$ cat config.mk
export PLATFORM = sky130hd
export DESIGN_NAME = ts16_clear_port
export DESIGN_NICKNAME = d
export VERILOG_FILES = /design/src/rtl/ts16_cc_pkg.sv /design/src/rtl/ts16_timebase.sv /design/src/rtl/ts16_tx_gather.sv /design/src/rtl/ts16_rx_spool.sv /design/src/rtl/ts16_clear_port.sv
export SDC_FILE = /design/constraint.sdc
export NUM_CORES = 1
export LEC_CHECK = 0
export BUFFER_PORTS_ARGS = -buffer_cell sky130_fd_sc_hd__buf_2
export CORE_AREA = 4 4 89 83
export DETAILED_ROUTE_END_ITERATION = 16
export DIE_AREA = 0 0 93 87
export SETUP_SLACK_MARGIN = 0.15
export SYNTH_ARGS = -nofsm -noshare
export SYNTH_HDL_FRONTEND = slang
export SYNTH_HIERARCHICAL = 1
export SYNTH_SLANG_ARGS = --single-unit
$ cat constraint.sdc
create_clock -name clk -period 2.5 [get_ports clk]
set_input_delay 0.375 -clock clk [delete_from_list [all_inputs] [get_ports clk]]
set_output_delay 0.375 -clock clk [all_outputs]
set_load 0.005 [all_outputs]
$ cat src/rtl/ts16_cc_pkg.sv
// Shared types for the timeslot-16 clear channel port.
// Assumes: both timebases report at most one 64 kHz edge event per bit time.
package ts16_cc_pkg;

    // Edge event of a 64 kHz clock in the current bit time.
    typedef enum logic [1:0] {
        EDGE_NONE = 2'b00,
        EDGE_RISE = 2'b01,
        EDGE_FALL = 2'b10
    } edge_e;

endpackage

$ cat src/rtl/ts16_timebase.sv
// Frame position counter and 64 kHz clock for one timebase.
// It tracks the bit position inside a frame from a bit strobe and a frame pulse.
// It reports the current channel, edge events and timeslot flags, and drives a
// registered 64 kHz clock that changes at every second channel boundary.
// Assumes: CHANNELS and CH_BITS are powers of two and CHANNELS is a multiple of 4.
module ts16_timebase #(
    parameter int CHANNELS = 32,
    parameter int CH_BITS  = 8,
    parameter int SLOT     = 16,
    parameter int RISE_CH  = 2
) (
    input  logic                  clk,
    input  logic                  rst_n,
    input  logic                  tick,
    input  logic                  fp,
    output ts16_cc_pkg::edge_e    edge_ev,
    output logic                  frame_start,
    output logic                  in_slot,
    output logic                  slot_last,
    output logic                  clk64
);
    import ts16_cc_pkg::*;

    localparam int FRAME_BITS = CHANNELS * CH_BITS;
    localparam int POS_W      = $clog2(FRAME_BITS);
    localparam int BIT_W      = $clog2(CH_BITS);
    localparam int CH_W       = POS_W - BIT_W;
    localparam int LAST_POS   = FRAME_BITS - 1;

    logic [POS_W-1:0] pos_q;
    logic [POS_W-1:0] cur_pos;
    logic [CH_W-1:0]  ch;
    logic [BIT_W-1:0] bitn;
    logic [CH_W-1:0]  ch_rel;
    logic             boundary;
    logic             phase;
    logic             clk64_q;

    // Position of the bit time presented now; a frame pulse forces position 0.
    always_comb begin
        cur_pos  = fp ? '0 : pos_q;
        ch       = cur_pos[POS_W-1:BIT_W];
        bitn     = cur_pos[BIT_W-1:0];
        ch_rel   = ch - CH_W'(RISE_CH);
        phase    = |(ch_rel & CH_W'(2));
        boundary = (bitn == '0) && !ch[0];
    end

    // Edge events and slot flags for the current strobed bit time.
    always_comb begin
        edge_ev     = EDGE_NONE;
        if (tick && boundary) begin
            edge_ev = phase ? EDGE_FALL : EDGE_RISE;
        end
        frame_start = tick && (cur_pos == '0);
        in_slot     = tick && (ch == CH_W'(SLOT));
        slot_last   = in_slot && (bitn == BIT_W'(CH_BITS - 1));
    end

    // Advance the position once per strobe, wrapping at the frame end.
    always_ff @(posedge clk) begin
        if (!rst_n) begin
            pos_q <= '0;
        end else if (tick) begin
            pos_q <= (cur_pos == POS_W'(LAST_POS)) ? '0 : cur_pos + POS_W'(1);
        end
    end

    // Registered 64 kHz clock that follows the edge events.
    always_ff @(posedge clk) begin
        if (!rst_n) begin
            clk64_q <= 1'b0;
        end else if (edge_ev == EDGE_RISE) begin
            clk64_q <= 1'b1;
        end else if (edge_ev == EDGE_FALL) begin
            clk64_q <= 1'b0;
        end
    end

    assign clk64 = clk64_q;

    // the position is frozen while no strobe arrives.
    a_r9_hold_without_tick: assert property (@(posedge clk) disable iff (!rst_n)
        !tick |=> $stable(pos_q));

    // the clock moves only on the cycle after a boundary strobe.
    a_r2_clk_moves_on_boundary: assert property (@(posedge clk) disable iff (!rst_n)
        !$stable(clk64_q) |-> $past(tick && boundary));

    // a rising event always leaves the clock high.
    a_r5_rise_sets_clock: assert property (@(posedge clk) disable iff (!rst_n)
        (edge_ev == EDGE_RISE) |=> clk64_q);

endmodule

$ cat src/rtl/ts16_tx_gather.sv
// Transmit side: gathers clear channel input bits on 64 kHz rising events.
// At each frame start it publishes the octet gathered during the previous frame,
// or the idle octet when the channel is disabled.
// Assumes: there are exactly CH_BITS rising events per frame.
module ts16_tx_gather #(
    parameter int          CH_BITS = 8,
    parameter logic [7:0]  IDLE    = 8'hFF
) (
    input  logic                 clk,
    input  logic                 rst_n,
    input  ts16_cc_pkg::edge_e   edge_ev,
    input  logic                 frame_start,
    input  logic                 enable,
    input  logic                 din,
    output logic [CH_BITS-1:0]   octet
);
    import ts16_cc_pkg::*;

    logic [CH_BITS-1:0] gather_q;
    logic [CH_BITS-1:0] octet_q;

    // Shift one input bit in, MSB first, at every rising event.
    always_ff @(posedge clk) begin
        if (!rst_n) begin
            gather_q <= '0;
        end else if (edge_ev == EDGE_RISE) begin
            gather_q <= {gather_q[CH_BITS-2:0], din};
        end
    end

    // Publish the gathered octet, or the idle octet, at frame start.
    always_ff @(posedge clk) begin
        if (!rst_n) begin
            octet_q <= CH_BITS'(IDLE);
        end else if (frame_start) begin
            octet_q <= enable ? gather_q : CH_BITS'(IDLE);
        end
    end

    assign octet = octet_q;

    // the published octet changes only right after a frame start.
    a_r4_octet_frame_aligned: assert property (@(posedge clk) disable iff (!rst_n)
        !$stable(octet_q) |-> $past(frame_start));

    // a disabled frame start yields the idle octet.
    a_r8_idle_octet: assert property (@(posedge clk) disable iff (!rst_n)
        (frame_start && !enable) |=> (octet_q == CH_BITS'(IDLE)));

endmodule

$ cat src/rtl/ts16_rx_spool.sv
// Receive side: captures the timeslot-16 bits from the line stream and
// plays the octet out serially, one bit per 64 kHz falling event, starting
// at the next frame start. The output rests at one while disabled.
// Assumes: the frame start bit time is also a falling event.
module ts16_rx_spool #(
    parameter int CH_BITS = 8
) (
    input  logic                 clk,
    input  logic                 rst_n,
    input  ts16_cc_pkg::edge_e   edge_ev,
    input  logic                 frame_start,
    input  logic                 in_slot,
    input  logic                 slot_last,
    input  logic                 enable,
    input  logic                 line_bit,
    output logic                 dout
);
    import ts16_cc_pkg::*;

    logic [CH_BITS-1:0] cap_q;
    logic [CH_BITS-1:0] hold_q;
    logic [CH_BITS-1:0] play_q;
    logic               dout_q;

    // Shift the timeslot bits in as they arrive, first bit highest.
    always_ff @(posedge clk) begin
        if (!rst_n) begin
            cap_q <= '0;
        end else if (in_slot) begin
            cap_q <= {cap_q[CH_BITS-2:0], line_bit};
        end
    end

    // Hold the completed octet until the next frame start.
    always_ff @(posedge clk) begin
        if (!rst_n) begin
            hold_q <= '1;
        end else if (slot_last) begin
            hold_q <= {cap_q[CH_BITS-2:0], line_bit};
        end
    end

    // Play-out shift register advancing on falling events.
    always_ff @(posedge clk) begin
        if (!rst_n) begin
            play_q <= '1;
        end else if (edge_ev == EDGE_FALL) begin
            play_q <= frame_start ? {hold_q[CH_BITS-2:0], 1'b1}
                                  : {play_q[CH_BITS-2:0], 1'b1};
        end
    end

    // Serial output: forced high when disabled, else the next bit per fall.
    always_ff @(posedge clk) begin
        if (!rst_n) begin
            dout_q <= 1'b1;
        end else if (!enable) begin
            dout_q <= 1'b1;
        end else if (edge_ev == EDGE_FALL) begin
            dout_q <= frame_start ? hold_q[CH_BITS-1] : play_q[CH_BITS-1];
        end
    end

    assign dout = dout_q;

    // disabled output rests at one from the next clock.
    a_r8_rest_high: assert property (@(posedge clk) disable iff (!rst_n)
        !enable |=> dout_q);

    // the output moves only after a falling event or a disable.
    a_r7_moves_on_fall: assert property (@(posedge clk) disable iff (!rst_n)
        !$stable(dout_q) |-> $past((edge_ev == EDGE_FALL) || !enable));

endmodule

$ cat src/rtl/ts16_clear_port.sv
// Timeslot-16 clear channel port: a transmit gatherer on the system timebase
// and a receive spooler on the recovered receive timebase. Each has its own
// 64 kHz clock that rises at the start of channel RISE_CH.
// Assumes: CHANNELS / 4 == CH_BITS, so one octet is moved per frame.
module ts16_clear_port #(
    parameter int          CHANNELS = 32,
    parameter int          CH_BITS  = 8,
    parameter int          SLOT     = 16,
    parameter int          RISE_CH  = 2,
    parameter logic [7:0]  IDLE     = 8'hFF
) (
    input  logic                clk,
    input  logic                rst_n,
    input  logic                cc_enable,
    input  logic                sys_tick,
    input  logic                sys_fp,
    input  logic                cc_tx_in,
    output logic                cc_tx_clk,
    output logic [CH_BITS-1:0]  tx_slot_octet,
    input  logic                rx_tick,
    input  logic                rx_fp,
    input  logic                rx_line_bit,
    output logic                cc_rx_out,
    output logic                cc_rx_clk
);
    import ts16_cc_pkg::*;

    edge_e tx_edge;
    logic  tx_frame_start;
    logic  tx_in_slot;
    logic  tx_slot_last;
    edge_e rx_edge;
    logic  rx_frame_start;
    logic  rx_in_slot;
    logic  rx_slot_last;

    ts16_timebase #(
        .CHANNELS(CHANNELS), .CH_BITS(CH_BITS), .SLOT(SLOT), .RISE_CH(RISE_CH)
    ) u_tx_tb (
        .clk(clk), .rst_n(rst_n), .tick(sys_tick), .fp(sys_fp),
        .edge_ev(tx_edge), .frame_start(tx_frame_start),
        .in_slot(tx_in_slot), .slot_last(tx_slot_last), .clk64(cc_tx_clk)
    );

    ts16_tx_gather #(.CH_BITS(CH_BITS), .IDLE(IDLE)) u_tx (
        .clk(clk), .rst_n(rst_n), .edge_ev(tx_edge), .frame_start(tx_frame_start),
        .enable(cc_enable), .din(cc_tx_in), .octet(tx_slot_octet)
    );

    ts16_timebase #(
        .CHANNELS(CHANNELS), .CH_BITS(CH_BITS), .SLOT(SLOT), .RISE_CH(RISE_CH)
    ) u_rx_tb (
        .clk(clk), .rst_n(rst_n), .tick(rx_tick), .fp(rx_fp),
        .edge_ev(rx_edge), .frame_start(rx_frame_start),
        .in_slot(rx_in_slot), .slot_last(rx_slot_last), .clk64(cc_rx_clk)
    );

    ts16_rx_spool #(.CH_BITS(CH_BITS)) u_rx (
        .clk(clk), .rst_n(rst_n), .edge_ev(rx_edge), .frame_start(rx_frame_start),
        .in_slot(rx_in_slot), .slot_last(rx_slot_last), .enable(cc_enable),
        .line_bit(rx_line_bit), .dout(cc_rx_out)
    );

    // The transmit slot flags are not needed by the gatherer.
    logic unused_tx_flags;
    assign unused_tx_flags = tx_in_slot ^ tx_slot_last;

    // right after reset the port is idle with both clocks low.
    a_r1_reset_idle: assert property (@(posedge clk)
        $past(!rst_n) |-> (cc_rx_out && !cc_tx_clk && !cc_rx_clk));

endmodule

* After elaboration in Yosys (flattened, before gate mapping)
Cells that the tools add are included.
** Word-level totals
- Register bits after elaboration :: 58
- Output and inout port bits :: 11
- Logic and storage cells :: 54
** Cells by class
- Muxes and demuxes :: 15
- Equality and inequality tests :: 8
- Add/sub/neg operators :: 4
- Reductions and logical operators :: 17
** Operator list (number)
- two-way mux 8 bit :: 6
- adder 8 x 1 -> 8 bit, second input constant :: 2
- equality test 8 bit, second input constant :: 2
- logical NOT 8 bit :: 2
- logical AND 1 bit :: 8
- two-way mux 2 bit :: 4
- logical NOT 3 bit :: 2
- equality test 5 bit, second input constant :: 1
- two-way mux 1 bit :: 5
- equality test 2 x 1 -> 1 bit, second input constant :: 2
- equality test 2 bit, second input constant :: 2
- nonzero test 2 bit :: 2
- subtractor 2 bit, second input constant :: 2
- equality test 3 bit, second input constant :: 1
- logical NOT 1 bit :: 2
- AND reduction 2 bit :: 1

* Logic depth before layout (Yosys ltp)
- Depth in word-level cells :: 8
- Mapped depth :: 10

* By module
The synthesis kept the hierarchy.
** Modules (own cells, without submodules)
- ts16_timebase :: times used 2, area each 606.8 µm², cells an instance 78
- ts16_rx_spool :: times used 1, area each 977.2 µm², cells an instance 92
- ts16_tx_gather :: times used 1, area each 621.8 µm², cells an instance 65

* Least setup slack after synthesis
Ideal clock, no wire load.
- Kind :: input-to-reg
- Start point :: in rx_fp
- End point :: reg u_rx.dout_q, in the netlist u_rx/dout
- Data required time :: 2.358 ns
- Setup time :: 0.142 ns
- Data arrival time :: 1.776 ns
- Stages on the path :: 9
- Path slack :: 0.582 ns
- Cells stage by stage :: buf_4 > inv_1 > nand2_1 > ha_1 > nand3_1 > nor3_1 > buf_6 > mux2i_1 > o2111ai_2
** On the way
- Elaborated cells on any way between the ends :: 12
- Classes of those cells :: add/sub (1); eq/ne (1); mux (4); reduce/logical (6)
** RTL lines
- from (decl) :: line ts16_clear_port.sv:21 : input logic rx_fp,
- two-way mux 8 bit :: line ts16_timebase.sv:41 : cur_pos = fp ? '0 : pos_q;
- logical NOT 8 bit :: line ts16_timebase.sv:55 : frame_start = tick && (cur_pos == '0);
- logical AND 1 bit :: line ts16_timebase.sv:55
- named net rx_frame_start :: line ts16_clear_port.sv:33 : logic rx_frame_start;
- two-way mux 1 bit :: line ts16_rx_spool.sv:60 : dout_q <= frame_start ? hold_q[CH_BITS-1] : play_q[CH_BITS-1];
- to (signal assigned) :: line ts16_rx_spool.sv:60
- to (decl) :: line ts16_rx_spool.sv:23 : logic dout_q;
The timed path passes the listed nets, and every way through them passes these cells.
A chain may end at the register's enable or synchronous reset.

* Worst setup path after layout
- Start point :: reg u_rx_tb.pos_q[5]
- End point :: reg u_rx.hold_q[4]
** On the way
- Word-level cells in the longest chain between the ends :: 4
** Ends and longest elaborated chain
- from (decl) :: line ts16_timebase.sv:30 : logic [POS_W-1:0] pos_q;
- from (signal assigned) :: line ts16_timebase.sv:65 : pos_q <= (cur_pos == POS_W'(LAST_POS)) ? '0 : cur_pos + POS_W'(1);
- two-way mux 8 bit :: line ts16_timebase.sv:41
- equality test 5 bit :: line ts16_timebase.sv:56 : in_slot = tick && (ch == CH_W'(SLOT));
- logical AND 1 bit :: line ts16_timebase.sv:56
- named net rx_in_slot :: line ts16_clear_port.sv:34 : logic rx_in_slot;
- logical AND 1 bit :: line ts16_timebase.sv:57 : slot_last = in_slot && (bitn == BIT_W'(CH_BITS - 1));
- named net rx_slot_last :: line ts16_clear_port.sv:35 : logic rx_slot_last;
- to (signal assigned) :: line ts16_rx_spool.sv:39 : hold_q <= {cap_q[CH_BITS-2:0], line_bit};
- to (decl) :: line ts16_rx_spool.sv:21 : logic [CH_BITS-1:0] hold_q;
The timed path passes the listed nets, and every way through them passes these cells.

==> metrics.log <==
[metrics] Nets: around 340
[metrics] global-route total usage across every layer: 0.138
[metrics] Starting Density: 0.432
[metrics] Syn Nets: 323
[metrics] most common cell after layout, fill and taps aside: dfxtp_1
[metrics] cells traversed along the worst timing path: or4b_1, nor3_2, and4_1, mux2i_1, nand2_1
[metrics] hold wc startpoint: cc_enable
[metrics] critical path depth in cells: 5
[metrics] half-perimeter wire length of the detailed placement result: 3490 um
[metrics] final number of max-transition violations: 0
[metrics] final-report setup violation count: 0
[metrics] worst setup path start: u_rx_tb/pos_q[5]$_SDFFE_PN0P_
[metrics] instance area at placement: slightly below 3000 um^2
[metrics] count of endpoints failing hold in the final timing report: 0
[metrics] via count of the first global-routing pass: 2012
[metrics] residual antenna-violating net count after detailed routing: 0
[metrics] PD cells: 591 nW/um^2
[metrics] critical path start-end classification: register to register
[metrics] share of total power consumed by net switching: 0.262
[metrics] drt pass-1 iters: 4
[metrics] horizontal die dimension: 93 um
[metrics] summed area of non-filler cells in the final layout: between 3000 and 4000 um^2
[metrics] data arrival time of the worst path: about 2200 ps
[metrics] top-level port count: 20
[metrics] category of the worst setup path launch point: register
[metrics] final wirelength: 5140 um
[metrics] mean cell area of the mapped netlist: about 9.0 um^2
[metrics] critical path data required time: ~2700 ps
[metrics] number of gates resized after CTS: 0
[metrics] net load switching power: around 0.00048 W
[metrics] sink count of the clock tree: 57
[metrics] path category of the worst min-delay check: input pin to register
[metrics] die height: roughly 87 um
[metrics] max-cap check violation count: 0
[metrics] clock power share: 0.407
[metrics] initial antenna violation count: 0
[metrics] worst r2r src: u_rx_tb/pos_q[5]$_SDFFE_PN0P_
[metrics] worst skew pair latency: about 330 ps
[metrics] setup tns final: 0 ps
[metrics] total grt overflow: 0
[metrics] TritonCTS clock tree: yes
[metrics] cell family with the largest share of critical-path delay: simple AND/OR/NAND/NOR gates
[metrics] cts hold-fix bufs: 0
[metrics] P_int: approximately 0.0013 W
[metrics] highest-count cells in the layout ignoring fill and taps: dfxtp_1 (57), nand2_1 (30), mux2i_1 (24)
[metrics] yosys synthesis warning count: 6
[metrics] count of buffers added by post-CTS timing repair for setup: 0
[metrics] peak supply drop: 0.371 mV
[metrics] CTS Root Buffer Type: clkbuf_8
[metrics] clock edge transition at the registers on the reported setup and hold paths: 60 ps
[metrics] Clock H-tree levels: 3
[metrics] post-synthesis to final-layout area growth: 10.3%
[metrics] worst-path cell with the longest stage delay: or4b_1
[metrics] wire length of the first global-routing pass: between 8000 and 9000 um
[metrics] Inserted Diodes: 0
[metrics] DR iter-0 viols: 84
[metrics] fmax: a little under 0.5 GHz
[metrics] Static Leakage: 1.05 nW
[metrics] fraction of final layout cells sized beyond drive strength 1: 0.196
[metrics] number of instances in the synthesized netlist: 310
[metrics] CTS Buf Count: 9
[metrics] hold-critical path depth: 2
[metrics] Post-route DRC: 0
[metrics] RSZ-0062 raised after global routing: false
[metrics] status: complete, no violations
[metrics] detailed-route via count: 2181
[metrics] skew final: 8.67 ps
[metrics] largest net degree at the start of global routing: 26
[metrics] fraction of the cycle the final worst path needs: 0.810
[metrics] critical-path maximum fanout: 8
[metrics] share of power burned in registers: 0.516
[metrics] Rel. slew slack: 0.645
[metrics] die area: roughly 8000 um^2
[metrics] routed wirelength normalized by instance count: 12.2 um
[metrics] via/cell ratio: roughly 5.2
[metrics] number of buffers on the longest clock path: 2
[metrics] critical path capture point type: register
[metrics] Core Area: ~6400 um^2
[metrics] Bufs and invs on worst path: 0
[metrics] routability congestion estimate from global placement: ~0.84
[metrics] placement row count: 28
[metrics] logic depth of the worst register-to-register path: 5
[metrics] final critical-path required period: a little over 2000 ps
[metrics] delay of the slowest cell on the worst path: ~540 ps
[metrics] Port Buffers: 19
[metrics] pin slew with the least headroom to its limit: 531 ps
[metrics] netlist area before placement: 2780 um^2
[metrics] share of power burned in combinational logic: 0.077
## path summary, 6_finish.rpt
kind | to | slack (ps)
max | u_rx/hold_q[4]$_SDFFE_PN1P_ | 480
min | u_rx/dout$_SDFFE_PN1N_ | 250
max reg2reg | u_rx/hold_q[4]$_SDFFE_PN1P_ | 480
min reg2reg | u_tx/gather_q[7]$_SDFFE_PN0N_ | 460
## worst register-to-register path, cell delays in order (launching register included)
cell,delay [ps]
dfxtp_1,370
or4b_1,540
nor3_2,150
and4_1,540
mux2i_1,250
nand2_1,70
## metrics by stage
| step | setup WS, ps | instances | power [W] | util | hold slack [ps] |
|---|---|---|---|---|---|
| finish | 475 | 421 | 0.00181 | 0.477 | 252 |
| global route | 373 | 421 | 0.00191 | 0.477 | 225 |
| CTS | 483 | 421 | 0.00185 | 0.477 | 233 |
| detailed placement | 412 | 405 | 0.00110 | 0.450 | 448 |
| global placement | 418 | 405 | 0.00110 | 0.450 | 445 |
| floorplan | 582 | 310 | 0.00107 | - | 435 |
## registers in the layout, indices dropped and copies added, names as in the netlist
register / flops
u_rx_tb/pos_q: 8
u_rx/play_q: 7
u_tx_tb/clk64: 1
u_rx/hold_q: 8
u_tx_tb/pos_q: 8
u_rx_tb/clk64: 1
u_tx/octet: 8
u_rx/cap_q: 7
u_rx/dout: 1
u_tx/gather_q: 8
## power by group through the flow
stage | clock [W] | combinational, W | sequential, W
2_1_floorplan | 0 | 0.000111 | 0.000957
3_3_place_gp | 0 | 0.000141 | 0.000956
3_5_place_dp | 0 | 0.000141 | 0.000957
4_1_cts | 0.000771 | 0.000142 | 0.000936
5_1_grt | 0.000817 | 0.000160 | 0.000938
6_report | 0.000739 | 0.000140 | 0.000936
## cell type report
cell class / instances / area (um^2)
inverter: 22 / 82.6
timing repair buffer: 26 / 148
clock buffer: 9 / 124
multi-input combinational: 210 / 1420
clock inverter: 7 / 46.3
sequential: 57 / 1140
fill: 656 / 3370
tap: 90 / 113
## per-layer routing
metal / share of wire / wire, um / track usage / up-vias
met3: 0.043 / 220 / 0.0605 / 8
li1: - / - / - / 1128
met4: 0.013 / 68 / 0.0493 / 0
met2: 0.44 / 2260 / 0.212 / 33
met1: 0.50 / 2590 / 0.172 / 1012
met5: 0 / 0 / 0 / -
No activity file was read; power rests on OpenSTA's default activity.
